==> config.mk <==
export PLATFORM = sky130hd
export DESIGN_NAME = ec_host_if
export DESIGN_NICKNAME = d
export VERILOG_FILES = /design/src/rtl/ec_host_pkg.sv /design/src/rtl/ec_host_capture.sv /design/src/rtl/ec_host_store.sv /design/src/rtl/ec_host_engine.sv /design/src/rtl/ec_host_if.sv
export SDC_FILE = /design/constraint.sdc
export NUM_CORES = 2
export LEC_CHECK = 0
export BUFFER_PORTS_ARGS = -buffer_cell sky130_fd_sc_hd__buf_2
export CORE_MARGIN = 2
export CORE_UTILIZATION = 60
export CTS_CLUSTER_SIZE = 16
export DETAILED_ROUTE_END_ITERATION = 10
export HOLD_SLACK_MARGIN = 0.03
export PLACE_DENSITY = 0.86
export SYNTH_ARGS = -nofsm -noshare
export SYNTH_HDL_FRONTEND = slang
export SYNTH_SLANG_ARGS = --single-unit
export TNS_END_PERCENT = 5
==> constraint.sdc <==
create_clock -name clk -period 7 [get_ports clk]
set_clock_uncertainty 0.1 [all_clocks]
set_input_delay 0.7 -clock clk [delete_from_list [all_inputs] [get_ports clk]]
set_output_delay 0.7 -clock clk [all_outputs]
set_load 0.005 [all_outputs]
==> src/rtl/ec_host_pkg.sv <==
package ec_host_pkg;

   typedef enum logic [1:0] {
      PH_IDLE    = 2'd0,
      PH_RD_ADDR = 2'd1,
      PH_WR_ADDR = 2'd2,
      PH_WR_DATA = 2'd3
   } phase_t;

   localparam logic [7:0] OP_READ      = 8'h80;
   localparam logic [7:0] OP_WRITE     = 8'h81;
   localparam logic [7:0] OP_BURST_ON  = 8'h82;
   localparam logic [7:0] OP_BURST_OFF = 8'h83;
   localparam logic [7:0] OP_QUERY     = 8'h84;

   localparam int ST_OUT_FULL = 0;
   localparam int ST_IN_BUSY  = 1;
   localparam int ST_CMD      = 3;
   localparam int ST_BURST    = 4;

endpackage

==> src/rtl/ec_host_capture.sv <==
module ec_host_capture #(
   parameter int                ADDR_W    = 8,
   parameter logic [ADDR_W-1:0] DATA_PORT = 'h62,
   parameter logic [ADDR_W-1:0] CMD_PORT  = 'h66
) (
   input  logic              clk,
   input  logic              rst_n,
   input  logic              bus_wr,
   input  logic [ADDR_W-1:0] bus_addr,
   input  logic [7:0]        bus_wdata,
   output logic              in_busy,
   output logic              hb_is_cmd,
   output logic [7:0]        hb_byte,
   output logic              cmd_flag
);

   logic hit_cmd, hit_data, accept;

   assign hit_cmd  = bus_wr && (bus_addr == CMD_PORT);
   assign hit_data = bus_wr && (bus_addr == DATA_PORT);
   assign accept   = (hit_cmd || hit_data) && !in_busy;

   always_ff @(posedge clk) begin
      if (!rst_n) begin
         in_busy   <= 1'b0;
         hb_is_cmd <= 1'b0;
         hb_byte   <= 8'h00;
         cmd_flag  <= 1'b0;
      end else begin
         in_busy <= accept;
         if (accept) begin
            hb_is_cmd <= hit_cmd;
            hb_byte   <= bus_wdata;
            cmd_flag  <= hit_cmd;
         end
      end
   end

endmodule

==> src/rtl/ec_host_store.sv <==
module ec_host_store #(
   parameter int DEPTH          = 128,
   parameter bit CLEAR_ON_RESET = 1'b1,
   localparam int IDX_W         = (DEPTH > 1) ? $clog2(DEPTH) : 1
) (
   input  logic       clk,
   input  logic       rst_n,
   input  logic       we,
   input  logic [7:0] waddr,
   input  logic [7:0] wdata,
   input  logic [7:0] raddr,
   output logic [7:0] rdata
);

   localparam logic [8:0] LIMIT = 9'(DEPTH);

   logic [7:0] mem [DEPTH];
   logic       w_ok, r_ok;

   assign w_ok  = we && ({1'b0, waddr} < LIMIT);
   assign r_ok  = {1'b0, raddr} < LIMIT;
   assign rdata = r_ok ? mem[raddr[IDX_W-1:0]] : 8'h00;

   generate
      if (CLEAR_ON_RESET) begin : g_clr
         always_ff @(posedge clk) begin
            if (!rst_n) begin
               for (int i = 0; i < DEPTH; i++) mem[i] <= 8'h00;
            end else if (w_ok) begin
               mem[waddr[IDX_W-1:0]] <= wdata;
            end
         end
      end else begin : g_plain
         always_ff @(posedge clk) begin
            if (w_ok) mem[waddr[IDX_W-1:0]] <= wdata;
         end
      end
   endgenerate

endmodule

==> src/rtl/ec_host_engine.sv <==
module ec_host_engine
   import ec_host_pkg::*;
#(
   parameter int         DEPTH     = 128,
   parameter logic [7:0] BURST_ACK = 8'h90,
   parameter logic [7:0] NO_EVENT  = 8'h00
) (
   input  logic       clk,
   input  logic       rst_n,
   input  logic       hb_valid,
   input  logic       hb_is_cmd,
   input  logic [7:0] hb_byte,
   input  logic       host_data_rd,
   input  logic [7:0] store_rdata,
   output logic       store_we,
   output logic [7:0] store_waddr,
   output logic [7:0] store_raddr,
   output logic       out_full,
   output logic       burst,
   output logic [7:0] data_reg,
   output logic       irq
);

   localparam logic [8:0] LIMIT = 9'(DEPTH);

   phase_t     phase_q, phase_d;
   logic [7:0] addr_q;
   logic       res_set;
   logic [7:0] res_val;
   logic       burst_d;

   assign store_raddr = hb_byte;
   assign store_waddr = addr_q;
   assign store_we    = hb_valid && !hb_is_cmd && (phase_q == PH_WR_DATA)
                        && ({1'b0, addr_q} < LIMIT);

   always_comb begin
      phase_d = phase_q;
      res_set = 1'b0;
      res_val = data_reg;
      burst_d = burst;
      if (hb_valid) begin
         if (hb_is_cmd) begin
            phase_d = PH_IDLE;
            unique case (hb_byte)
               OP_READ:      phase_d = PH_RD_ADDR;
               OP_WRITE:     phase_d = PH_WR_ADDR;
               OP_BURST_ON:  begin burst_d = 1'b1; res_set = 1'b1; res_val = BURST_ACK; end
               OP_BURST_OFF: burst_d = 1'b0;
               OP_QUERY:     begin res_set = 1'b1; res_val = NO_EVENT; end
               default:      ;
            endcase
         end else begin
            unique case (phase_q)
               PH_RD_ADDR: begin
                  res_set = 1'b1;
                  res_val = store_rdata;
                  phase_d = PH_IDLE;
               end
               PH_WR_ADDR: phase_d = PH_WR_DATA;
               PH_WR_DATA: phase_d = PH_IDLE;
               default:    ;
            endcase
         end
      end
   end

   always_ff @(posedge clk) begin
      if (!rst_n) begin
         phase_q  <= PH_IDLE;
         addr_q   <= 8'h00;
         out_full <= 1'b0;
         burst    <= 1'b0;
         data_reg <= 8'h00;
         irq      <= 1'b0;
      end else begin
         phase_q <= phase_d;
         burst   <= burst_d;
         irq     <= res_set && !out_full;
         if (hb_valid && !hb_is_cmd && phase_q == PH_WR_ADDR) addr_q <= hb_byte;
         if (res_set) begin
            out_full <= 1'b1;
            data_reg <= res_val;
         end else if (host_data_rd) begin
            out_full <= 1'b0;
         end
      end
   end

endmodule

==> src/rtl/ec_host_if.sv <==
module ec_host_if
   import ec_host_pkg::*;
#(
   parameter int                ADDR_W         = 8,
   parameter logic [ADDR_W-1:0] DATA_PORT      = 'h62,
   parameter logic [ADDR_W-1:0] CMD_PORT       = 'h66,
   parameter int                SPACE_DEPTH    = 128,
   parameter logic [7:0]        BURST_ACK      = 8'h90,
   parameter bit                CLEAR_ON_RESET = 1'b1
) (
   input  logic              clk,
   input  logic              rst_n,
   input  logic [ADDR_W-1:0] bus_addr,
   input  logic              bus_wr,
   input  logic              bus_rd,
   input  logic [7:0]        bus_wdata,
   output logic [7:0]        bus_rdata,
   output logic              irq
);

   if (DATA_PORT == CMD_PORT) begin : g_bad_ports
      $error("ec_host_if: data and command ports must differ");
   end
   if (SPACE_DEPTH < 2 || SPACE_DEPTH > 256) begin : g_bad_depth
      $error("ec_host_if: SPACE_DEPTH must be within 2..256");
   end

   logic       in_busy, hb_is_cmd, cmd_flag;
   logic [7:0] hb_byte;
   logic       store_we;
   logic [7:0] store_waddr, store_raddr, store_rdata;
   logic       out_full, burst;
   logic [7:0] data_reg, status;
   logic       host_data_rd;

   assign host_data_rd = bus_rd && (bus_addr == DATA_PORT);

   ec_host_capture #(
      .ADDR_W(ADDR_W), .DATA_PORT(DATA_PORT), .CMD_PORT(CMD_PORT)
   ) cap_i (
      .clk(clk), .rst_n(rst_n), .bus_wr(bus_wr), .bus_addr(bus_addr),
      .bus_wdata(bus_wdata), .in_busy(in_busy), .hb_is_cmd(hb_is_cmd),
      .hb_byte(hb_byte), .cmd_flag(cmd_flag)
   );

   ec_host_engine #(
      .DEPTH(SPACE_DEPTH), .BURST_ACK(BURST_ACK), .NO_EVENT(8'h00)
   ) eng_i (
      .clk(clk), .rst_n(rst_n), .hb_valid(in_busy), .hb_is_cmd(hb_is_cmd),
      .hb_byte(hb_byte), .host_data_rd(host_data_rd), .store_rdata(store_rdata),
      .store_we(store_we), .store_waddr(store_waddr), .store_raddr(store_raddr),
      .out_full(out_full), .burst(burst), .data_reg(data_reg), .irq(irq)
   );

   ec_host_store #(
      .DEPTH(SPACE_DEPTH), .CLEAR_ON_RESET(CLEAR_ON_RESET)
   ) mem_i (
      .clk(clk), .rst_n(rst_n), .we(store_we), .waddr(store_waddr),
      .wdata(hb_byte), .raddr(store_raddr), .rdata(store_rdata)
   );

   always_comb begin
      status = 8'h00;
      status[ST_OUT_FULL] = out_full;
      status[ST_IN_BUSY]  = in_busy;
      status[ST_CMD]      = cmd_flag;
      status[ST_BURST]    = burst;
   end

   always_comb begin
      bus_rdata = 8'h00;
      if (bus_rd) begin
         if (bus_addr == DATA_PORT)     bus_rdata = data_reg;
         else if (bus_addr == CMD_PORT) bus_rdata = status;
      end
   end

endmodule

==> summary.md <==
| Metric | Value |
|---|---|
| Leakage Power | 17.97 nW |
| Layout Cells excl Fill | 4372 |
| Synth Instances | 3342 |
| Clock Sink Count | 1062 |
| Least-Margin Pin Slew | 1.421 ns |
| Vias in the first global route | 29020 |
| Register area | 31550 um2 |
| CTS clk-pin slew, worst paths | 0.07 ns |
| Post-CTS sizing | 0 |
| Post-synthesis register bit count | 1062 |
| Fmax achieved | 0.2343 GHz |
| Starting DRC count in detailed routing | 4662 |
| CP max FO | 146 |
| Drt total wl | 127100 um |
| CTS tree | done |
| Post-synth top flop | edfxtp_1 |
| Initial antenna violation count | 1 |
| Max cap viols | 0 |
| Max reg flops | 1024 |
| Final Wtd Congestion | 0.9357 |
| # hold bufs at CTS | 0 |
| Power Dens Cells | 251.5 nW/um2 |
| DP Wirelength | 76030 um |
| Biggest register | mem_i.mem |
| Post-synth EDFFs | 1024 |
| Nets | 3244 |
| CTS root buffer | clkbuf_16 |
| Min-Delay Path Class | in2reg |
| Fin. Hold Viols | 0 |
| WL/cell | 29.08 um |
| FP Rows | 104 |
| TNS Setup | 0 ns |
| Initial Utilization | 60.64% |
| Cell Area, Synth | 48840 um2 |
| Startpoint Class | flop |
| Die width | 289.3 um |
| Via count | 29740 |
| Drt via density | 6.803 |
| Max Slew Vio Count | 0 |
| Netlist cell types | 62 |
| Post-synth ARST share | 0% |
| CP Class | reg2reg |
| Syn nets | 3362 |
| Fraction of layout cells with a size suffix above 1 | 15.55% |
| First-pass GRT wire length | 188100 um |
| Synth Area per Inst | 14.61 um2 |
| Setup repair after global routing missed its margin | false |
| Critical Path Sink Type | flop |
| H-tree depth | 3 |
| Setup violators final | 0 |
| Ports | 29 |
| Die area | 83700 um2 |
| Largest net degree at the start of global routing | 147 |
| Die extent in y | 289.3 um |
| Final period util | 60.97% |
| Crit path DAT | 4.79 ns |
| Port bufs | 28 |
| Sequential-to-total area share from yosys stat | 64.51% |
| TritonRoute pass-1 iters | 6 |
| Remaining DRCs | 0 |
| Number of antenna-violating nets in the routed design | 0 |
| Placed Cells incl. Taps | 4181 |
| Run status | finished, final reports clean |
| Slew headroom | 4.242% |
| Data required, critical path | 7.52 ns |
| Area growth, synth to finish | 8.128% |
| Filler Cells Inserted | 5054 |
| Max Root-Sink Buffers | 3 |
| Core area | 80550 um2 |
| Min cycle time layout | 4.268 ns |
| Post-CTS Repair Setup Buffers | 0 |
| Maximum vdd ir drop | 0.2292 mV |
| Clock Latency Late Sink | 0.68 ns |
| Grt total ovfl | 0 |
| GR Util All Layers | 30.69% |
| Num CTS Buffers | 101 |
| Multi-input logic area | 15870 um2 |
| Yosys warnings | 0 |
## critical path, cell delays in order, from the launching register on
cell and delay [ns]:
dfxtp_4 1.08, buf_12 0.65, mux4_2 0.40, o22ai_1 0.11, nor4_1 0.34, a211oi_1 0.12
a2111oi_0 1.01, a211o_1 0.19
## cells in the mapped netlist (4+ instances only)
cell type / count / area share [%]
edfxtp_1: 1024 / 63
and2_1: 910 / 12
mux4_2: 241 / 11
clkbuf_1: 211 / 1.6
nor2_1: 173 / 1.3
o21ai_0: 143 / 1.5
nor3_1: 140 / 1.4
nand2_1: 58 / 0.45
mux2i_1: 55 / 1.1
dfxtp_1: 38 / 1.6
a22oi_1: 31 / 0.48
buf_2: 29 / 0.30
a21oi_1: 28 / 0.29
buf_4: 26 / 0.40
o22ai_1: 26 / 0.33
o221ai_1: 20 / 0.36
nand3_1: 16 / 0.16
buf_6: 15 / 0.35
buf_1: 12 / 0.092
a211oi_1: 11 / 0.17
nand2b_1: 11 / 0.14
a22o_1: 10 / 0.18
nor2b_1: 10 / 0.13
nor4_1: 9 / 0.12
inv_1: 8 / 0.061
mux2_2: 8 / 0.18
a221oi_1: 7 / 0.13
and3_1: 5 / 0.064
nand4_1: 5 / 0.064
mux4_1: 4 / 0.22
o31ai_1: 4 / 0.061
or4_1: 4 / 0.061
## final timing paths
check | start | endpoint | slack (ns) | cells past startpoint
max | flop | eng_i.data_reg[2] | 2.73 | 7
min | bus_wdata[2] | cap_i.hb_byte[2] | 0.20 | 3
max reg2reg | flop | eng_i.data_reg[2] | 2.73 | 7
min reg2reg | eng_i.data_reg[5] | eng_i.data_reg[5] | 0.36 | 2
## kinds of logic after synthesis
family / after synthesis / share of synthesized area, %
mux: 308 / 12.64
flops: 1062 / 64.51
simple gates: 1356 / 15.89
compound gates: 306 / 3.884
xor+xnor: 1 / 0.01793
buf+inv: 309 / 3.056
## per-stage QoR
step           area, um2  worst slack [ns]  hold slack, ns  total power [mW]  utilization (%)
2_1_floorplan      48840             3.741          0.3113             7.509                -
3_3_place_gp       49350             2.816          0.3243             7.623            61.26
3_5_place_dp       49350             2.683          0.3356             7.643            61.26
4_1_cts            52810             2.901          0.1943             13.25            65.56
5_1_grt            52810             2.583          0.2156             13.53            65.56
6_report           52810             2.732          0.1975             13.28            65.57
## power by group
part           total [mW]  internal [mW]  switching, mW
logic               0.292         0.0947          0.197
registers            7.23           7.15         0.0838
clock network        5.76           3.31           2.45
## final cells by class
cell class              instances  area share [%]
flip-flops and latches       1062           59.74
multi-input cells            1971           30.05
clock buffers                 125           5.032
well taps                    1060           2.511
clock inverters                65           1.528
repair buffers                 79           1.066
inverters                       9         0.06870
diodes                          1        0.004738
## placed cells by master (no fill, tap or decap), drive strengths merged, types with 9 or more instances in the layout
cell type / n
a211oi: 11
a21oi: 28
a22o: 10
a22oi: 31
and2: 910
buf: 79
bufinv: 16
clkbuf: 125
clkinv: 37
dfxtp: 38
edfxtp: 1024
inv: 16
mux2i: 55
mux4: 245
nand2: 58
nand2b: 11
nand3: 16
nor2: 173
nor2b: 10
nor3: 141
nor4: 9
o21ai: 146
o221ai: 20
o22ai: 26
## metal layers
metal | track usage, % | wire length [um] | up-vias | share of wire [%]
li1 | - | - | 12210 | -
met1 | 40.93 | 43080 | 14610 | 34
met5 | 0 | 0 | - | 0
met3 | 7.417 | 17420 | 439 | 14
met2 | 47.89 | 59230 | 2482 | 47
met4 | 15.06 | 7399 | 0 | 5.8
Note: power is estimated with default switching activity, not from simulation.
